--- config.mk ---
export PLATFORM = sky130hd
export DESIGN_NAME = dir_home_ctrl
export DESIGN_NICKNAME = d
export VERILOG_FILES = /design/src/rtl/dirctl_pkg.sv /design/src/rtl/dir_pick.sv /design/src/rtl/dir_store.sv /design/src/rtl/dir_engine.sv /design/src/rtl/dir_home_ctrl.sv
export SDC_FILE = /design/constraint.sdc
export NUM_CORES = 1
export LEC_CHECK = 0
export BUFFER_PORTS_ARGS = -buffer_cell sky130_fd_sc_hd__buf_2
export CORE_ASPECT_RATIO = 0.5
export CORE_MARGIN = 2
export CORE_UTILIZATION = 40
export CTS_CLUSTER_SIZE = 10
export DETAILED_ROUTE_END_ITERATION = 12
export PLACE_DENSITY = 0.59
export RECOVER_POWER = 50
export SYNTH_ARGS = -nofsm -noshare
export SYNTH_HDL_FRONTEND = slang
export SYNTH_SLANG_ARGS = --single-unit
--- constraint.sdc ---
create_clock -name clk -period 6.89 [get_ports clk]
set_clock_uncertainty 0.1 [all_clocks]
set_input_delay 0.3445 -clock clk [delete_from_list [all_inputs] [get_ports clk]]
set_output_delay 0.3445 -clock clk [all_outputs]
set_load 0.01 [all_outputs]
--- src/rtl/dirctl_pkg.sv ---
// Shared encodings of the directory controller.
// Assumes: request, message and response codes match the port descriptions.
package dirctl_pkg;

    typedef enum logic [1:0] {
        RQ_READ    = 2'd0,
        RQ_WRITE   = 2'd1,
        RQ_UPGRADE = 2'd2,
        RQ_EVICT   = 2'd3
    } rq_kind_e;

    typedef enum logic [1:0] {
        MS_DATA  = 2'd0,
        MS_GRANT = 2'd1,
        MS_INV   = 2'd2,
        MS_FETCH = 2'd3
    } ms_kind_e;

    localparam logic RS_ACK    = 1'b0;
    localparam logic RS_WBDATA = 1'b1;

    typedef enum logic [2:0] {
        EN_IDLE,
        EN_INV,
        EN_ACKWAIT,
        EN_FETCH,
        EN_FETCHWAIT,
        EN_REPLY
    } en_state_e;

endpackage

--- src/rtl/dir_pick.sv ---
// Lowest-index selector over a bit mask.
// Assumes: the caller checks separately that the mask is non-zero; an empty mask gives index 0.
module dir_pick #(
    parameter int N = 4,
    localparam int W = (N > 1) ? $clog2(N) : 1
) (
    input  logic [N-1:0] mask,
    output logic [W-1:0] idx
);

    // scan from the top so that the lowest set bit is the one kept
    always_comb begin
        idx = '0;
        for (int b = N - 1; b >= 0; b--) begin
            if (mask[b]) idx = W'(b);
        end
    end

endmodule

--- src/rtl/dir_store.sv ---
// Directory entries and line data of the home node.
// Each entry holds a dirty flag and a presence vector. Two combinational read
// ports are provided: one for the incoming request line, one for the engine's line.
// Assumes: at most one directory write and one memory write per cycle.
module dir_store #(
    parameter int NPROC  = 4,
    parameter int NLINES = 8,
    parameter int DW     = 32,
    localparam int LINE_W = $clog2(NLINES)
) (
    input  logic              clk,
    input  logic              rst_n,
    input  logic [LINE_W-1:0] lk_line,
    output logic              lk_dirty,
    output logic [NPROC-1:0]  lk_pres,
    input  logic [LINE_W-1:0] rd_line,
    output logic [DW-1:0]     rd_data,
    input  logic              dwe,
    input  logic [LINE_W-1:0] dline,
    input  logic              ddirty,
    input  logic [NPROC-1:0]  dpres,
    input  logic              mwe,
    input  logic [LINE_W-1:0] mline,
    input  logic [DW-1:0]     mdata
);

    logic             dir_dirty [NLINES];
    logic [NPROC-1:0] dir_pres  [NLINES];
    logic [DW-1:0]    mem       [NLINES];

    function automatic logic [DW-1:0] init_word(input int l);
        logic [31:0] w;
        w = (32'(l) * 32'h0101_0101) ^ 32'h5A5A_C3C3;
        return DW'(w);
    endfunction

    // combinational lookups for the request path and the reply path
    assign lk_dirty = dir_dirty[lk_line];
    assign lk_pres  = dir_pres[lk_line];
    assign rd_data  = mem[rd_line];

    // reset to uncached entries and a known data pattern, then apply writes
    always_ff @(posedge clk) begin
        if (!rst_n) begin
            for (int l = 0; l < NLINES; l++) begin
                dir_dirty[l] <= 1'b0;
                dir_pres[l]  <= '0;
                mem[l]       <= init_word(l);
            end
        end else begin
            if (dwe) begin
                dir_dirty[dline] <= ddirty;
                dir_pres[dline]  <= dpres;
            end
            if (mwe) mem[mline] <= mdata;
        end
    end

    // a dirty entry names exactly one owner
    assert_sole_owner_R7: assert property (@(posedge clk) disable iff (!rst_n)
        (dwe && ddirty) |-> ($countones(dpres) == 1));

endmodule

--- src/rtl/dir_engine.sv ---
// Transaction engine of the home directory.
// It accepts one request at a time, locks its line, and issues invalidations
// or a fetch. It gathers acknowledgements or fetched data, sends the reply and
// writes back the new entry. It nacks requests for the locked line.
// Assumes: caches answer every invalidation with one acknowledgement and every
// fetch with one data response, and the owner drops its copy on a fetch for a write.
module dir_engine
    import dirctl_pkg::*;
#(
    parameter int NPROC   = 4,
    parameter int NLINES  = 8,
    parameter int DW      = 32,
    parameter int HOME_ID = 0,
    localparam int PID_W  = $clog2(NPROC),
    localparam int LINE_W = $clog2(NLINES)
) (
    input  logic              clk,
    input  logic              rst_n,
    input  logic              req_valid,
    output logic              req_ready,
    input  logic [1:0]        req_kind,
    input  logic [PID_W-1:0]  req_src,
    input  logic [LINE_W-1:0] req_line,
    input  logic [DW-1:0]     req_data,
    input  logic              rsp_valid,
    input  logic              rsp_kind,
    input  logic [PID_W-1:0]  rsp_src,
    input  logic [DW-1:0]     rsp_data,
    input  logic              lk_dirty,
    input  logic [NPROC-1:0]  lk_pres,
    output logic [LINE_W-1:0] rd_line,
    input  logic [DW-1:0]     rd_data,
    output logic              dwe,
    output logic [LINE_W-1:0] dline,
    output logic              ddirty,
    output logic [NPROC-1:0]  dpres,
    output logic              mwe,
    output logic [LINE_W-1:0] mline,
    output logic [DW-1:0]     mdata,
    output logic              msg_valid,
    output logic [1:0]        msg_kind,
    output logic [PID_W-1:0]  msg_dst,
    output logic [LINE_W-1:0] msg_line,
    output logic [DW-1:0]     msg_data,
    output logic              loc_fetch,
    output logic              nack_valid,
    output logic [PID_W-1:0]  nack_dst
);

    localparam logic [PID_W-1:0] HOME = PID_W'(HOME_ID);

    en_state_e         state_q;
    logic [LINE_W-1:0] line_q;
    logic [PID_W-1:0]  src_q;
    logic [PID_W-1:0]  owner_q;
    logic [NPROC-1:0]  pend_q;
    logic [NPROC-1:0]  outst_q;
    logic [NPROC-1:0]  fpres_q;
    logic              fdirty_q;
    logic              grant_q;

    logic              idle, accept, same_line, wants_own, upg_ok, fetch_hit;
    logic [NPROC-1:0]  src_bit, others, inv_bit, ack_mask;
    logic [PID_W-1:0]  inv_idx, own_idx;

    // lowest pending invalidation target, and owner of a dirty line
    dir_pick #(.N(NPROC)) inv_pick_i (.mask(pend_q),  .idx(inv_idx));
    dir_pick #(.N(NPROC)) own_pick_i (.mask(lk_pres), .idx(own_idx));

    // request decode and lock checks
    always_comb begin
        idle      = (state_q == EN_IDLE);
        same_line = (req_line == line_q);
        accept    = req_valid && idle;
        src_bit   = {{(NPROC-1){1'b0}}, 1'b1} << req_src;
        others    = lk_pres & ~src_bit;
        wants_own = (req_kind != RQ_READ);
        upg_ok    = (req_kind == RQ_UPGRADE) && !lk_dirty && lk_pres[req_src];
        inv_bit   = {{(NPROC-1){1'b0}}, 1'b1} << inv_idx;
        ack_mask  = (rsp_valid && rsp_kind == RS_ACK) ?
                    ({{(NPROC-1){1'b0}}, 1'b1} << rsp_src) : '0;
        fetch_hit = rsp_valid && (rsp_kind == RS_WBDATA) && (rsp_src == owner_q);
    end

    assign req_ready  = idle || same_line;
    assign nack_valid = req_valid && !idle && same_line;
    assign nack_dst   = req_src;
    assign rd_line    = line_q;
    assign loc_fetch  = (state_q == EN_FETCH) && (owner_q == HOME);

    // outgoing message selected by the engine state
    always_comb begin
        msg_valid = 1'b0;
        msg_kind  = MS_DATA;
        msg_dst   = src_q;
        msg_line  = line_q;
        msg_data  = '0;
        case (state_q)
            EN_INV: begin
                msg_valid = 1'b1;
                msg_kind  = MS_INV;
                msg_dst   = inv_idx;
            end
            EN_FETCH: begin
                msg_valid = (owner_q != HOME);
                msg_kind  = MS_FETCH;
                msg_dst   = owner_q;
            end
            EN_REPLY: begin
                msg_valid = 1'b1;
                msg_kind  = grant_q ? MS_GRANT : MS_DATA;
                msg_data  = grant_q ? '0 : rd_data;
            end
            default: ;
        endcase
    end

    // directory and memory write requests for evictions, fetches and completions
    always_comb begin
        dwe    = 1'b0;
        dline  = line_q;
        ddirty = 1'b0;
        dpres  = '0;
        mwe    = 1'b0;
        mline  = line_q;
        mdata  = rsp_data;
        if (accept && req_kind == RQ_EVICT) begin
            dline = req_line;
            mline = req_line;
            mdata = req_data;
            if (lk_dirty && lk_pres[req_src]) begin
                dwe = 1'b1;
                mwe = 1'b1;
            end else if (!lk_dirty) begin
                dwe   = 1'b1;
                dpres = others;
            end
        end
        if (state_q == EN_FETCHWAIT && fetch_hit) mwe = 1'b1;
        if (state_q == EN_REPLY) begin
            dwe    = 1'b1;
            ddirty = fdirty_q;
            dpres  = fpres_q;
        end
    end

    // engine sequencing: capture, invalidate, wait, fetch, reply
    always_ff @(posedge clk) begin
        if (!rst_n) begin
            state_q  <= EN_IDLE;
            line_q   <= '0;
            src_q    <= '0;
            owner_q  <= '0;
            pend_q   <= '0;
            outst_q  <= '0;
            fpres_q  <= '0;
            fdirty_q <= 1'b0;
            grant_q  <= 1'b0;
        end else begin
            outst_q <= (outst_q & ~ack_mask) | ((state_q == EN_INV) ? inv_bit : '0);
            case (state_q)
                EN_IDLE: begin
                    if (accept && req_kind != RQ_EVICT) begin
                        line_q  <= req_line;
                        src_q   <= req_src;
                        owner_q <= own_idx;
                        grant_q <= upg_ok;
                        if (lk_dirty) begin
                            fdirty_q <= wants_own;
                            fpres_q  <= wants_own ? src_bit : (lk_pres | src_bit);
                            state_q  <= EN_FETCH;
                        end else if (wants_own) begin
                            fdirty_q <= 1'b1;
                            fpres_q  <= src_bit;
                            pend_q   <= others;
                            state_q  <= (others != '0) ? EN_INV : EN_REPLY;
                        end else begin
                            fdirty_q <= 1'b0;
                            fpres_q  <= lk_pres | src_bit;
                            state_q  <= EN_REPLY;
                        end
                    end
                end
                EN_INV: begin
                    pend_q <= pend_q & ~inv_bit;
                    if ((pend_q & ~inv_bit) == '0) state_q <= EN_ACKWAIT;
                end
                EN_ACKWAIT:   if (outst_q == '0) state_q <= EN_REPLY;
                EN_FETCH:     state_q <= EN_FETCHWAIT;
                EN_FETCHWAIT: if (fetch_hit) state_q <= EN_REPLY;
                EN_REPLY:     state_q <= EN_IDLE;
                default:      state_q <= EN_IDLE;
            endcase
        end
    end

    // the reply waits for every acknowledgement
    assert_acks_before_reply_R9: assert property (@(posedge clk) disable iff (!rst_n)
        (msg_valid && (msg_kind == MS_DATA || msg_kind == MS_GRANT))
            |-> (outst_q == '0 && pend_q == '0));

    // the locked line cannot change mid-transaction
    assert_lock_stable_R11: assert property (@(posedge clk) disable iff (!rst_n)
        (state_q != EN_IDLE && $past(state_q) != EN_IDLE) |-> (line_q == $past(line_q)));

    // no cache is invalidated twice in one transaction
    assert_inv_once_R6: assert property (@(posedge clk) disable iff (!rst_n)
        (msg_valid && msg_kind == MS_INV) |-> !outst_q[msg_dst]);

    // the local strobe never comes with a network fetch
    assert_local_fetch_R4: assert property (@(posedge clk) disable iff (!rst_n)
        loc_fetch |-> !(msg_valid && msg_kind == MS_FETCH));

endmodule

--- src/rtl/dir_home_ctrl.sv ---
// Home-node full-map directory controller, top level.
// It joins the entry/data store with the transaction engine.
// Assumes: NPROC >= 2 and NLINES >= 2, both powers of two.
module dir_home_ctrl #(
    parameter int NPROC   = 4,
    parameter int NLINES  = 8,
    parameter int DW      = 32,
    parameter int HOME_ID = 0,
    localparam int PID_W  = $clog2(NPROC),
    localparam int LINE_W = $clog2(NLINES)
) (
    input  logic              clk,
    input  logic              rst_n,
    input  logic              req_valid,
    output logic              req_ready,
    input  logic [1:0]        req_kind,
    input  logic [PID_W-1:0]  req_src,
    input  logic [LINE_W-1:0] req_line,
    input  logic [DW-1:0]     req_data,
    input  logic              rsp_valid,
    input  logic              rsp_kind,
    input  logic [PID_W-1:0]  rsp_src,
    input  logic [DW-1:0]     rsp_data,
    output logic              msg_valid,
    output logic [1:0]        msg_kind,
    output logic [PID_W-1:0]  msg_dst,
    output logic [LINE_W-1:0] msg_line,
    output logic [DW-1:0]     msg_data,
    output logic              loc_fetch,
    output logic              nack_valid,
    output logic [PID_W-1:0]  nack_dst
);

    logic              lk_dirty, dwe, ddirty, mwe;
    logic [NPROC-1:0]  lk_pres, dpres;
    logic [LINE_W-1:0] rd_line, dline, mline;
    logic [DW-1:0]     rd_data, mdata;

    dir_store #(.NPROC(NPROC), .NLINES(NLINES), .DW(DW)) store_i (
        .clk(clk), .rst_n(rst_n),
        .lk_line(req_line), .lk_dirty(lk_dirty), .lk_pres(lk_pres),
        .rd_line(rd_line), .rd_data(rd_data),
        .dwe(dwe), .dline(dline), .ddirty(ddirty), .dpres(dpres),
        .mwe(mwe), .mline(mline), .mdata(mdata)
    );

    dir_engine #(.NPROC(NPROC), .NLINES(NLINES), .DW(DW), .HOME_ID(HOME_ID)) engine_i (
        .clk(clk), .rst_n(rst_n),
        .req_valid(req_valid), .req_ready(req_ready), .req_kind(req_kind),
        .req_src(req_src), .req_line(req_line), .req_data(req_data),
        .rsp_valid(rsp_valid), .rsp_kind(rsp_kind), .rsp_src(rsp_src), .rsp_data(rsp_data),
        .lk_dirty(lk_dirty), .lk_pres(lk_pres), .rd_line(rd_line), .rd_data(rd_data),
        .dwe(dwe), .dline(dline), .ddirty(ddirty), .dpres(dpres),
        .mwe(mwe), .mline(mline), .mdata(mdata),
        .msg_valid(msg_valid), .msg_kind(msg_kind), .msg_dst(msg_dst),
        .msg_line(msg_line), .msg_data(msg_data), .loc_fetch(loc_fetch),
        .nack_valid(nack_valid), .nack_dst(nack_dst)
    );

endmodule

==> insert_results.sql, run 1 <==
INSERT INTO impl_metrics (metric_group, metric, value, unit) VALUES
('status', 'outcome', 'finished with violations', ''),
('status', 'failing_checks', 'capacitance limit, slew limit', ''),
('logic_synthesis', 'synth_xor_xnor_area_share', '0.003400', ''),
('clock_tree', 'cts.repair.resized', '0', ''),
('sta', 'rsz_0062_raised_after_global_routing', 'no', ''),
('global_routing', 'grt_pass1_wl', '61.96', 'mm'),
('global_routing', 'number_of_global_route_vias_before_repair', '10720', ''),
('logic_synthesis', 'synth_adder_area_share', '0.001295', ''),
('placed_design', 'place_inst', '1749', ''),
('logic_synthesis', 'synth.distinct_cells', '59', ''),
('logic_synthesis', 'area_fraction_in_and_or_nand_and_nor_cells_after_synthesis', '0.1521', ''),
('setup_path', 'timing.critical_path.from_type', 'flip-flop', ''),
('setup_path', 'critical_path_class', 'reg -> reg', ''),
('logic_synthesis', 'synth_top_cell_area_share', '0.5595', ''),
('logic_synthesis', 'post_synth.cell_area_avg', '12.95', 'sq um'),
('logic_synthesis', 'syn-cell-area', '15460', 'sq um'),
('logic_synthesis', 'ys.warnings.count', '0', ''),
('global_routing', 'grt_start_max_net_pins', '66', ''),
('sta', 'setup_tns', '0', 'ns'),
('detailed_routing', 'drt_iter0_drc', '715', ''),
('sta', 'finalSetupViolations', '0', ''),
('flow_run', 'max_cap_viols', '6', ''),
('sta', 'slew_headroom', '-0.6128', ''),
('clock_tree', 'sink_count', '323', ''),
('sta', 'slew_violations', '204', ''),
('floorplanning', 'design.portCount', '123', ''),
('setup_path', 'worstRegToRegCells', '7', ''),
('logic_synthesis', 'syn_inst', '1194', ''),
('sta', 'maxClockFrequency', '186.0', 'MHz'),
('pwr', 'p_leak', '5.122', 'nW'),
('clock_tree', 'insertion_delay', '0.53', 'ns'),
('finish', 'final_cell_count_no_fill', '1805', ''),
('logic_synthesis', 'synth.net_count', '1272', ''),
('logic_synthesis', 'async_reset_ff_frac', '0', ''),
('setup_path', 'cp.arrival', '5.37', 'ns'),
('detailed_routing', 'vias', '10440', ''),
('detailed_routing', 'post_drt_via_cell_ratio', '5.786', ''),
('logic_synthesis', 'synth_top_family_by_area', 'multiplexers', ''),
('global_routing', 'globalRouteOverflowTotal', '0', ''),
('clock_tree', 'numCtsBuffers', '38', ''),
('setup_path', 'cp_max_fo', '32', ''),
('logic_synthesis', 'synth_area_leaders', 'edfxtp_1 (56%), mux4_2 (9.6%), mux2i_1 (5.4%)', ''),
('placed_design', 'place.gp.congestion', '0.9161', ''),
('hold_path', 'number_of_stages_on_the_worst_hold_path', '3', ''),
('hold_path', 'min-delay-path-class', 'in -> reg', ''),
('clock_tree', 'clock_tree.htree_level_count', '2', ''),
('placed_design', 'placement.io_buffers', '122', ''),
('detailed_routing', 'detail-route-antenna-nets', '0', ''),
('floorplanning', 'floorplan.die_area', '40330', 'sq um'),
('floorplanning', 'die-height', '143', 'um'),
('clock_tree', 'cts_tree', 'yes', ''),
('clock_tree', 'cts_hold_buf', '0', ''),
('setup_path', 'cp.required', '6.89', 'ns'),
('detailed_routing', 'post-route-drc-count', '0', ''),
('placed_design', 'detailedPlacementHpwl', '23.97', 'mm'),
('floorplanning', 'design.core.area', '37720', 'sq um'),
('setup_path', 'crit_end_category', 'flip-flop', ''),
('global_routing', 'antenna_found_initial', '2', ''),
('logic_synthesis', 'yosys-mux-area-fraction', '0.1551', ''),
('finish', 'finish.net_count', '1347', ''),
('finish', 'finalInstanceArea', '17530', 'sq um'),
('sta', 'worstMarginPinSlew', '2.419', 'ns'),
('sta', 'timing.final.crit_period', '5.376', 'ns'),
('pwr', 'worst_ir_drop_vdd', '203.1', 'uV'),
('placed_design', 'postPlaceCellArea', '16540', 'sq um'),
('logic_synthesis', 'ys_ff_latch', '323', ''),
('logic_synthesis', 'synth-edff-count', '288', ''),
('sta', 'hold_ws', '0.07302', 'ns'),
('pwr', 'power.density', '283.5', 'nW/um^2'),
('logic_synthesis', 'synth_area_leader_cell', 'edfxtp_1', ''),
('clock_tree', 'postCtsSetupRepairBufs', '0', '');
[layout by cell type (no fill, tap or decap), types with 3 or more instances in the layout]
master     Yosys  final
nor2b_1       11     11
nor3_1       151    151
buf_4          4     21
nor4_1         3      3
nand2b_1      15     15
edfxtp_1     288    288
mux4_2        66     66
a21oi_1       11     11
o31a_1         5      5
o211ai_1       8      8
dfxtp_1       35     32
xor2_1         4      4
clkbuf_16      0     39
o31ai_1        9      7
o41ai_1        5      5
nand3_1       89     89
and3_1        18     18
clkbuf_1      63     58
a22oi_1        8      8
a21boi_0      14     17
nor3b_1        3      3
buf_2         29     80
nor2_1        71     71
o21ai_4        0      6
a21o_1         3      3
o22ai_1        3      3
mux2i_1       84     84
or3_1          4      4
and2_0         0      7
a31oi_1        4      4
nand2_1       83     83
inv_1          5      5
a32oi_1        3      3
or2_2          4      3
and2_1        12      5
or2_0          1      3
mux2_2         5      5
a21oi_2        3      3
o21ai_0       23     17
[Yosys cell counts (5+ instances only)]
cell type    n
o41ai_1      5
nand3_1     89
and2_1      12
mux2_2       5
mux4_2      66
clkbuf_1    63
nor3_1     151
buf_1       12
a21oi_1     11
dfxtp_1     35
nor2b_1     11
o31ai_1      9
edfxtp_1   288
mux2i_1     84
and3_1      18
nand2b_1    15
buf_2       29
nor2_1      71
o31a_1       5
a22oi_1      8
nand2_1     83
a21boi_0    14
o211ai_1     8
inv_1        5
o21ai_0     23
[registers in the layout (all words and copies together), names as in the netlist, named ones only]
register	cells
engine_i.fdirty_q	1
engine_i.fpres_q	4
engine_i.grant_q	1
engine_i.msg_line	3
engine_i.outst_q	4
engine_i.owner_q	2
engine_i.pend_q	4
engine_i.src_q	2
engine_i.state_q	3
store_i.dir_dirty	8
store_i.dir_pres	32
store_i.mem	256
[through the flow]
step	worst slack (ns)	util	power, mW
after detailed placement	2.514	0.4386	3.207
after floorplan	1.838	-	2.916
after global routing	1.131	0.4647	5.167
after global placement	2.649	0.4386	3.195
final	1.514	0.4647	4.970
after CTS	2.495	0.4672	5.018
[routing by layer]
metal | wire length, um | vias up | global-route usage
li1 | - | 4728 | -
met1 | 17380 | 5348 | 0.2729
met2 | 19760 | 316 | 0.3426
met3 | 2388 | 49 | 0.03910
met4 | 563 | 2 | 0.04591
met5 | 20 | - | 0
[logic make-up after synthesis]
kind of cell,after synthesis
fa+ha+maj,2
flops,323
xor+xnor,6
compound gates,110
simple gates,480
mux,156
buf+inv,117
[path summary, 6_finish.rpt]
check / slack, ns / endpoint / startpoint
min reg2reg: 0.38 / engine_i.fdirty_q / engine_i.fdirty_q
max reg2reg: 1.51 / store_i.mem[1][20] / engine_i.state_q[2]
min: 0.07 / engine_i.outst_q[0] / rsp_kind
max: 1.51 / store_i.mem[1][20] / engine_i.state_q[2]
[worst max-delay path, cell delays in order (launching register included)]
cell and delay, ns:
dfxtp_1 0.45, or3_1 0.58, or2_0 0.46, or2_1 0.31
a41o_1 0.36, and2_0 0.62, o21ai_4 0.29, clkbuf_1 1.73
[report_power, final]
part / switching, mW / total, mW / internal (mW)
clock: 0.766 / 1.82 / 1.05
combinational: 0.578 / 0.873 / 0.296
sequential: 0.0836 / 2.28 / 2.20
total: 1.43 / 4.97 / 3.54
[cell type report]
type                            instances  area, sq um
Timing Repair Buffer                  147        730.7
Multi-Input combinational cell        754         5692
Antenna cell                            1        2.502
Inverter                                5        18.77
Tap cell                              520        650.6
Clock buffer                           53         1049
Sequential cell                       323         9355
Clock inverter                          2        32.53
Fill cell                            3366        20190
(Power assumes the default switching activity.)
==> run 2: changes to the inputs <==
==> constraint.sdc (replaced) <==
create_clock -name clk -period 5.5 [get_ports clk]
set_clock_uncertainty 0.1 [all_clocks]
set_input_delay 0.275 -clock clk [delete_from_list [all_inputs] [get_ports clk]]
set_output_delay 0.275 -clock clk [all_outputs]
set_load 0.01 [all_outputs]
==> insert_results.sql, run 2 (synthesis results as in run 1) <==
INSERT INTO impl_metrics (metric_group, metric, value, unit) VALUES
('sta', 'finalCritPeriodShare', '0.8009', ''),
('detailed_routing', 'drt_iter0_drc', '756', ''),
('clock_tree', 'insertion_delay', '0.53', 'ns'),
('setup_path', 'cp-startpoint', 'engine_i.state_q[2]', ''),
('global_routing', 'antenna_found_initial', '0', ''),
('detailed_routing', 'top_layer', 'met4', ''),
('setup_path', 'slowest_stage', 'mux2i_1', ''),
('global_routing', 'globalRouteOverflowTotal', '0', ''),
('detailed_routing', 'detail_routed_net_length_per_standard_cell', '22.02', 'um'),
('sta', 'finalHoldViolCount', '0', ''),
('finish', 'final_cell_count_no_fill', '1805', ''),
('floorplanning', 'design.core.area', '37720', 'sq um'),
('clock_tree', 'cts_tree', 'yes', ''),
('clock_tree', 'ctsLongestPathBuffers', '3', ''),
('setup_path', 'crit_path_cell_trace', 'or3_1 -> nor2_1 -> mux2i_1 -> nand2_1 -> clkbuf_2 -> nor3_1', ''),
('finish', 'most-common-layout-cells', 'edfxtp_1 (288), nor3_1 (153), nand3_1 (89)', ''),
('detailed_routing', 'vias', '10350', ''),
('setup_path', 'critical_path_class', 'reg -> reg', ''),
('setup_path', 'setup.reg_to_reg.worst_slack', '1.10', 'ns'),
('sta', 'maxClockFrequency', '227.0', 'MHz'),
('finish', 'reg_top3', 'store_i.mem x256, store_i.dir_pres x32, store_i.dir_dirty x8', ''),
('sta', 'rsz_0062_raised_after_global_routing', 'no', ''),
('finish', 'finish.net_count', '1350', ''),
('clock_tree', 'sink_count', '323', ''),
('finish', 'antenna_cells', '0', ''),
('finish', 'area_delta_synth_final', '13.66', '%'),
('status', 'failing_checks', 'capacitance limit, slew limit', ''),
('setup_path', 'cp.required', '5.74', 'ns'),
('flow_run', 'max_cap_viols', '2', ''),
('sta', 'timing.final.crit_period', '4.405', 'ns'),
('detailed_routing', 'met3WireLength', '2.766', 'mm'),
('pwr', 'p_leak', '5.157', 'nW'),
('setup_path', 'cp.arrival', '4.65', 'ns'),
('placed_design', 'placement.io_buffers', '122', ''),
('placed_design', 'place.gp.congestion', '0.8559', ''),
('detailed_routing', 'post_drt_via_cell_ratio', '5.735', ''),
('clock_tree', 'cts_root_buffer', 'clkbuf_16', ''),
('finish', 'drive_above_1_share', '0.1868', ''),
('setup_path', 'cp_max_fo', '48', ''),
('sta', 'slew_violations', '66', ''),
('sta', 'worst_slack', '1.095', 'ns'),
('clock_tree', 'cts_hold_buf', '3', ''),
('sta', 'slew_headroom', '-0.1782', ''),
('global_routing', 'track_usage', '0.2005', ''),
('clock_tree', 'cts.repair.resized', '0', ''),
('sta', 'worstMarginPinSlew', '1.767', 'ns'),
('clock_tree', 'numCtsBuffers', '38', ''),
('setup_path', 'timing.critical_path.from_type', 'flip-flop', ''),
('floorplanning', 'design.portCount', '123', ''),
('floorplanning', 'dieWidth', '282.0', 'um'),
('pwr', 'worst_ir_drop_vdd', '183.0', 'uV'),
('floorplanning', 'die-height', '143', 'um'),
('detailed_routing', 'detail_route.wirelength', '39.74', 'mm'),
('sta', 'hold_ws', '0.03821', 'ns'),
('floorplanning', 'floorplan.die_area', '40330', 'sq um'),
('clock_tree', 'path_clk_slew', '0.06', 'ns'),
('hold_path', 'min-delay-path-class', 'in -> reg', ''),
('sta', 'finalSetupViolations', '0', ''),
('detailed_routing', 'm1WireLength', '17.09', 'mm'),
('global_routing', 'grt_start_max_net_pins', '65', ''),
('setup_path', 'r2r_end', 'store_i.mem[0][21]', ''),
('sta', 'setup_tns', '0', 'ns'),
('pwr', 'power.density', '355.1', 'nW/um^2'),
('detailed_routing', 'detail-route-antenna-nets', '0', ''),
('setup_path', 'endpoint', 'store_i.mem[0][21]', ''),
('placed_design', 'preCtsSetupSlack', '1.442', 'ns'),
('global_routing', 'number_of_global_route_vias_before_repair', '10460', ''),
('setup_path', 'critPathMaxStageDelay', '0.96', 'ns'),
('detailed_routing', 'met2RoutedLength', '19.31', 'mm'),
('finish', 'layout.cells.most_common', 'edfxtp_1', ''),
('setup_path', 'worstRegToRegCells', '6', ''),
('placed_design', 'detailedPlacementHpwl', '23.46', 'mm'),
('floorplanning', 'initial_utilization', '0.4098', ''),
('finish', 'max_flop_register', 'store_i.mem', ''),
('clock_tree', 'postCtsSetupRepairBufs', '0', ''),
('setup_path', 'worstReg2RegStart', 'engine_i.state_q[2]', ''),
('setup_path', 'crit_end_category', 'flip-flop', ''),
('clock_tree', 'clock_tree.htree_level_count', '2', ''),
('detailed_routing', 'drt_pass1_iterations', '7', ''),
('placed_design', 'place_inst', '1749', ''),
('detailed_routing', 'post-route-drc-count', '0', ''),
('status', 'outcome', 'finished with violations', ''),
('floorplanning', 'num_rows', '50', ''),
('global_routing', 'grt_pass1_wl', '61.08', 'mm'),
('finish', 'largest_register_ffs', '256', '');
==> run 2: cell count changes in the layout (fill, tap and decap cells not counted), sizes merged, moves of 2 or more <==
cell | previous run | this run
clkbuf | 99 | 93
dlygate4sd3 | 0 | 3
buf | 101 | 103
inv | 5 | 7
==> run 2: where the power goes <==
group / internal [mW] / leakage (nW) / switching [mW]
clock network: 1.33 / 0.525 / 0.959
registers: 2.75 / 2.80 / 0.0906
logic: 0.372 / 1.83 / 0.735
total: 4.45 / 5.16 / 1.78
==> run 2: critical path, delay by kind of cell (launching register included) <==
kind,cells,cell delay (ns)
multiplexers,1,0.96
buffers and inverters,1,0.81
AND/OR/NAND/NOR,4,1.87
flip-flops,1,0.45
==> run 2: how the worst min path moves through the flow <==
stage / start / end / slack, ns / depth (start not counted)
after floorplan: req_src[1] / engine_i.src_q[1] / 0.32 / 2
after global placement: engine_i.fdirty_q / engine_i.fdirty_q / 0.36 / 2
after detailed placement: engine_i.fdirty_q / engine_i.fdirty_q / 0.36 / 2
after CTS: req_kind[0] / engine_i.grant_q / 0.02 / 3
after global routing: req_kind[0] / engine_i.grant_q / 0.07 / 3
final: req_kind[0] / engine_i.grant_q / 0.04 / 3
==> run 2: area by class of cell <==
type	instances	area [sq um]
clock buffers	49	1013
well taps	520	650.6
flip-flops and latches	323	9355
repair buffers	150	779.5
multi-input cells	754	5688
inverters	5	18.77
fillers	3394	20150
clock inverters	4	63.81
==> run 2: routing by layer <==
| layer | up-vias | GRT usage |
|---|---|---|
| met5 | - | 0 |
| met4 | 0 | 0.04395 |
| met3 | 49 | 0.03829 |
| met2 | 343 | 0.3375 |
| met1 | 5230 | 0.2713 |
| li1 | 4730 | - |
==> run 2: metrics by stage <==
| step | util | total power [mW] | cell area, sq um |
|---|---|---|---|
| floorplan | - | 3.653 | 15460 |
| detailed placement | 0.4391 | 4.025 | 16560 |
| CTS | 0.4685 | 6.307 | 17670 |
| finish | 0.4657 | 6.239 | 17570 |
| global route | 0.4657 | 6.504 | 17570 |
| global placement | 0.4391 | 4.004 | 16560 |
